$ cat config.mk
export PLATFORM = sky130hd
export DESIGN_NAME = fwd_hazard_unit
export DESIGN_NICKNAME = d
export VERILOG_FILES = /design/src/rtl/fwd_pkg.sv /design/src/rtl/fwd_match.sv /design/src/rtl/fwd_select.sv /design/src/rtl/load_use_detect.sv /design/src/rtl/fwd_hazard_unit.sv
export SDC_FILE = /design/constraint.sdc
export NUM_CORES = 1
export LEC_CHECK = 0
export CAP_MARGIN = 20
export CORE_AREA = 3 3 40 42
export DETAILED_ROUTE_END_ITERATION = 7
export DIE_AREA = 0 0 43 45
export PLACE_DENSITY = 0.83
export SLEW_MARGIN = 15
export SYNTH_ARGS = -nofsm -noshare
export SYNTH_HDL_FRONTEND = slang
export SYNTH_HIERARCHICAL = 1
export SYNTH_SLANG_ARGS = --single-unit
$ cat constraint.sdc
create_clock -name vclk -period 2.54
set_input_delay 0.762 -clock vclk [all_inputs]
set_output_delay 0.762 -clock vclk [all_outputs]
set_load 0.1 [all_outputs]
$ cat src/rtl/fwd_pkg.sv
package fwd_pkg;
  typedef enum logic [1:0] {
    SEL_RF  = 2'b00,
    SEL_S3  = 2'b01,
    SEL_S4P = 2'b10,
    SEL_S4A = 2'b11
  } fwd_sel_e;

  typedef enum logic [1:0] {
    WB_MEM = 2'b00,
    WB_ALU = 2'b01,
    WB_PC  = 2'b10
  } wb_src_e;
endpackage

$ cat src/rtl/fwd_match.sv
module fwd_match #(
  parameter int AW = 5
) (
  input  logic [AW-1:0] src_i,
  input  logic [AW-1:0] dst_i,
  input  logic          wr_en_i,
  output logic          hit_o
);
  // register 0 discards writes, so it is never a bypass source
  assign hit_o = wr_en_i && (dst_i == src_i) && (src_i != '0);
endmodule

$ cat src/rtl/fwd_select.sv
module fwd_select
  import fwd_pkg::*;
#(
  parameter int AW = 5
) (
  input  logic          clk_i,
  input  logic          rst_ni,
  input  logic [AW-1:0] src_i,
  input  logic          wr_en3_i,
  input  logic [AW-1:0] dst3_i,
  input  logic          ret_addr3_i,
  input  logic          wr_en4_i,
  input  logic [AW-1:0] dst4_i,
  input  logic [1:0]    wb_src4_i,
  output logic [1:0]    sel_o,
  output logic          alt3_o,
  output logic          hit3_o
);
  logic hit3, hit4;

  fwd_match #(.AW(AW)) u_m3 (.src_i(src_i), .dst_i(dst3_i), .wr_en_i(wr_en3_i), .hit_o(hit3));
  fwd_match #(.AW(AW)) u_m4 (.src_i(src_i), .dst_i(dst4_i), .wr_en_i(wr_en4_i), .hit_o(hit4));

  always_comb begin
    sel_o = SEL_RF;
    if (hit3)                          sel_o = SEL_S3;
    else if (hit4 && wb_src4_i == WB_MEM) sel_o = SEL_S4A;
    else if (hit4)                     sel_o = SEL_S4P;
  end

  assign alt3_o = hit3 && ret_addr3_i;
  assign hit3_o = hit3;

  p_zero_src_r5: assert property (@(posedge clk_i) disable iff (!rst_ni)
    (src_i == '0) |-> (sel_o == SEL_RF && !alt3_o));
  p_alt_needs_s3_r3: assert property (@(posedge clk_i) disable iff (!rst_ni)
    alt3_o |-> (sel_o == SEL_S3));
  p_no_write_no_fwd_r6: assert property (@(posedge clk_i) disable iff (!rst_ni)
    (!wr_en3_i && !wr_en4_i) |-> (sel_o == SEL_RF));
endmodule

$ cat src/rtl/load_use_detect.sv
module load_use_detect
  import fwd_pkg::*;
#(
  parameter int N_OPS = 2
) (
  input  logic             clk_i,
  input  logic             rst_ni,
  input  logic [N_OPS-1:0] hit3_i,
  input  logic [1:0]       wb_src3_i,
  input  logic             br_taken3_i,
  output logic             hold_o,
  output logic             bubble_o,
  output logic             flush_o
);
  logic load_use;

  assign load_use = (|hit3_i) && (wb_src3_i == WB_MEM);
  // a taken branch discards the stalled instruction, so holding is pointless
  assign hold_o   = load_use && !br_taken3_i;
  assign bubble_o = load_use || br_taken3_i;
  assign flush_o  = br_taken3_i;

  p_hold_bubble_r4: assert property (@(posedge clk_i) disable iff (!rst_ni)
    hold_o |-> bubble_o);
  p_taken_r7: assert property (@(posedge clk_i) disable iff (!rst_ni)
    br_taken3_i |-> (flush_o && bubble_o && !hold_o));
endmodule

$ cat src/rtl/fwd_hazard_unit.sv
module fwd_hazard_unit
  import fwd_pkg::*;
#(
  parameter int AW    = 5,
  parameter int N_OPS = 2
) (
  input  logic                      clk_i,
  input  logic                      rst_ni,
  input  logic [N_OPS-1:0][AW-1:0]  src_i,
  input  logic                      wr_en3_i,
  input  logic [AW-1:0]             dst3_i,
  input  logic [1:0]                wb_src3_i,
  input  logic                      ret_addr3_i,
  input  logic                      wr_en4_i,
  input  logic [AW-1:0]             dst4_i,
  input  logic [1:0]                wb_src4_i,
  input  logic                      br_taken3_i,
  output logic [N_OPS-1:0][1:0]     sel_o,
  output logic [N_OPS-1:0]          alt3_o,
  output logic                      hold_o,
  output logic                      bubble_o,
  output logic                      flush_o
);
  logic [N_OPS-1:0] hit3;

  for (genvar g = 0; g < N_OPS; g++) begin : g_op
    fwd_select #(.AW(AW)) u_sel (
      .clk_i       (clk_i),
      .rst_ni      (rst_ni),
      .src_i       (src_i[g]),
      .wr_en3_i    (wr_en3_i),
      .dst3_i      (dst3_i),
      .ret_addr3_i (ret_addr3_i),
      .wr_en4_i    (wr_en4_i),
      .dst4_i      (dst4_i),
      .wb_src4_i   (wb_src4_i),
      .sel_o       (sel_o[g]),
      .alt3_o      (alt3_o[g]),
      .hit3_o      (hit3[g])
    );
  end

  load_use_detect #(.N_OPS(N_OPS)) u_lu (
    .clk_i       (clk_i),
    .rst_ni      (rst_ni),
    .hit3_i      (hit3),
    .wb_src3_i   (wb_src3_i),
    .br_taken3_i (br_taken3_i),
    .hold_o      (hold_o),
    .bubble_o    (bubble_o),
    .flush_o     (flush_o)
  );

  p_hold_needs_load_r4: assert property (@(posedge clk_i) disable iff (!rst_ni)
    hold_o |-> (wr_en3_i && wb_src3_i == WB_MEM && dst3_i != '0));
endmodule

* Yosys cells after proc, flatten, opt, wreduce, memory -nomap -nowiden
Index checks and enable logic that the tools add are counted.
** Word-level totals
- Logic and storage cells :: 31
- Output and inout port bits :: 9
- Flip-flop bits (word level) :: 0
- Input port bits :: 30
** Cells by class
- Reductions and logical operators :: 21
- Equal/unequal tests :: 4
- Multiplexer cells :: 6
** Operators with widths (number)
- 5-bit == test :: 4
- 1-bit logical AND :: 14
- 2-bit 2-to-1 mux :: 6
- 5-bit nonzero test :: 2
- 2-bit logical NOT :: 2
- 2-bit OR reduction :: 1
- 1-bit logical NOT :: 1
- 1-bit logical OR :: 1

* Logic depth before layout (Yosys ltp)
- Depth in word-level cells :: 6
- Depth in mapped cells :: 5
- Depth with buffers taken out :: 5

* Cells and area by module
Netlist, hierarchy kept.
** Modules (own cells, without submodules)
- fwd_match :: times used 4, area each 70.1 um^2, cells each 10, sequential area each 0.0 um^2
- fwd_select :: times used 2, area each 23.8 um^2, cells each 4, sequential area each 0.0 um^2
- load_use_detect :: times used 1, area each 35.0 um^2, cells each 5, sequential area each 0.0 um^2

* Least setup slack after synthesis
Ideal clock, no wire load.
- Path kind :: input to output
- From :: input port src_i[9] in the netlist's numbering
- To :: output port bubble_o
- Arrival :: 3.632 ns
- Stages :: 5
- Data required time :: 1.778 ns
- Slack :: -1.854 ns
- Buffers on the path :: 0
- Path through :: or2_1 > o21ai_0 > and4_1 > nor2_1 > o31ai_1
** On the way
- Word-level cells in the longest chain between the ends :: 6
- Elaborated cells on any way between the ends :: 7
- Those cells by class :: eq/ne: 1; reduce/logical: 6
** RTL lines
- start, declared :: RTL line fwd_hazard_unit.sv:9 : input logic [N_OPS-1:0][AW-1:0] src_i,
- 5-bit == test :: RTL line fwd_match.sv:10 : assign hit_o = wr_en_i && (dst_i == src_i) && (src_i != '0);
- 1-bit logical AND :: RTL line fwd_match.sv:10
- 1-bit logical AND (*) :: RTL line fwd_match.sv:10
- net hit3[1] :: RTL line fwd_hazard_unit.sv:24 : logic [N_OPS-1:0] hit3;
- 2-bit OR reduction (*) :: RTL line load_use_detect.sv:17 : assign load_use = (|hit3_i) && (wb_src3_i == WB_MEM);
- 1-bit logical AND (*) :: RTL line load_use_detect.sv:17
- 1-bit logical OR (*) :: RTL line load_use_detect.sv:20 : assign bubble_o = load_use || br_taken3_i;
- end, declared :: RTL line fwd_hazard_unit.sv:21 : output logic bubble_o,
Mark *: on every way through the listed nets, which the timed path passes. The rest lies on a longest branch.

==> out/metrics.csv <==
metric;value;unit
status;finished, violations left;
violations;negative setup slack;
setup_tns;-1.01;ns
die_h;45;um
ff_latch_area;0;um^2
ir_drop;0.0972;mV
worst_pin_slew;0.318;ns
dp.cells;118;
antenna_found_initial;0;
pin_count;39;
dp_slack;-0.616;ns
synth_top_cell_area_share;29.0;%
syn_inst;53;
area_delta_synth_final;208;%
vias_per_cell;4.91;
grt_pass1_wl;2.82;mm
postCtsHoldBufs;0;
crit_arrival;1.95;ns
setup_ws;-0.172;ns
design.core.area;0.00128;mm^2
route.met2.wl;1.05;mm
synth_top_area_cell;xor2_1;
critical_path.startpoint_type;input pin;
dr.pass1.iters;1;
power_leakage;0.475;nW
worstPathRequired;1.78;ns
drtIter0Drc;0;
nFlopsAndLatches;0;
drv_slew;0;
cp-end-kind;primary output;
layout-drive-gt1-share;62.9;%
powerDensity;155;mW/mm^2
stdcell_area;0.00112;mm^2
syn_area_per_cell;6.85;um^2
dpl_cell_area;986;um^2
num_antenna_cells;0;
critPathKind;input pin to primary output;
synth_fp_nets;83;
grt_setup_unrepaired;yes;
grt.overflow.total;0;
relSlewSlack;78.6;%
setup_violations;8;
drc;0;
wl_per_cell;15.3;um
post-route-period-util;107;%
die-area;0.00194;mm^2
cp_max_fo;3;
fin_cells;120;
wl;1.83;mm
place.port_buffers;37;
clock_buffers;0;
min_path_type;input pin to primary output;
die_w;43;um
maxCapViolations;0;
start_util;28.2;%
finalHoldViolCount;0;
m1WireLength;672;um
wl_met3;86;um
fin_nets;137;
dp_hpwl;1.30;mm
gp_congestion;0.832;
period_minus_slack;2.71;ns
fin_util;87.0;%
ys_types;16;
grt_usage;18.8;%
vias;589;
yosys_warnings;6;
fmax;369;MHz
seq_area_frac_synth;0;%
fin_total_pwr;0.173;mW
syn-cell-area;363;um^2
rows;13;
timing.hold.ws;2.21;ns
synthTopCellsByArea;xor2_1 29%, and4_1 9.7%, xnor2_1 9.7%;
top_layer;met4;
grt_max_degree;5;
grt_pass1_vias;638;
ant_nets;0;
## where the power goes
group          internal (mW)  switching, mW  leakage, nW
clock network              0              0            0
logic                 0.0902         0.0830        0.475
registers                  0              0            0
total                 0.0902         0.0830        0.475
## synthesized netlist by cell type
| cell type | n |
|---|---|
| nor2_1 | 3 |
| xnor2_1 | 4 |
| nor4_1 | 4 |
| a21o_1 | 2 |
| o21ai_0 | 4 |
| nand2_1 | 4 |
| and4_1 | 4 |
| nor3_1 | 4 |
| or2_1 | 4 |
| nor2b_1 | 2 |
| buf_4 | 1 |
| xor2_1 | 12 |
| nor4_2 | 1 |
| inv_1 | 1 |
| o31ai_1 | 1 |
| and2_1 | 2 |
## metal layers
| layer | global-route usage [%] | up-vias |
|---|---|---|
| met5 | 0 | - |
| met3 | 0.797 | 2 |
| met2 | 38.6 | 22 |
| met4 | 3.01 | 0 |
| li1 | - | 291 |
| met1 | 21.5 | 274 |
## critical path: stages
cell and delay [ns]:
buf_6 0.10, buf_6 0.12, nor4_4 0.22, o21ai_1 0.08
and4_4 0.20, buf_6 0.13, a21o_4 0.19, buf_12 0.16
## placed cells by master (no fill, tap or decap), types with 3 or more instances in the layout
master,instances
nand2_1,4
clkdlybuf4s50_1,7
or2_1,4
xnor2_1,3
nor3_2,3
buf_2,4
buf_4,11
and4_4,4
buf_12,9
buf_6,11
o21ai_1,3
buf_8,4
clkbuf_2,3
nor4_4,3
xor2_1,10
## path summary, 6_finish.rpt
check | cells past startpoint | start | slack (ns) | endpoint
worst max-delay path | 8 | src_i[1] | -0.17 | sel_o[0]
worst min-delay path | 5 | dst3_i[0] | 2.21 | alt3_o[1]
## timing repair
action	CTS	global route
buffers inserted	2	0
pin swaps	21	7
resized for setup	104	15
endpoints found under the setup margin	8	8
## cells by family after synthesis
kind of cell,count (synthesis),synth area share [%]
AOI/OAI and AO/OA,7,11.7
xor gates and xnor gates,16,38.6
buffers and inverters,2,3.10
and+or+nand+nor,28,46.5
## area by class of cell
type	instances	area (um^2)
repair buffers	53	591
multi-input cells	51	504
fillers	62	168
well taps	15	18.8
inverters	1	3.75
No activity file was read; power rests on OpenSTA's default activity.
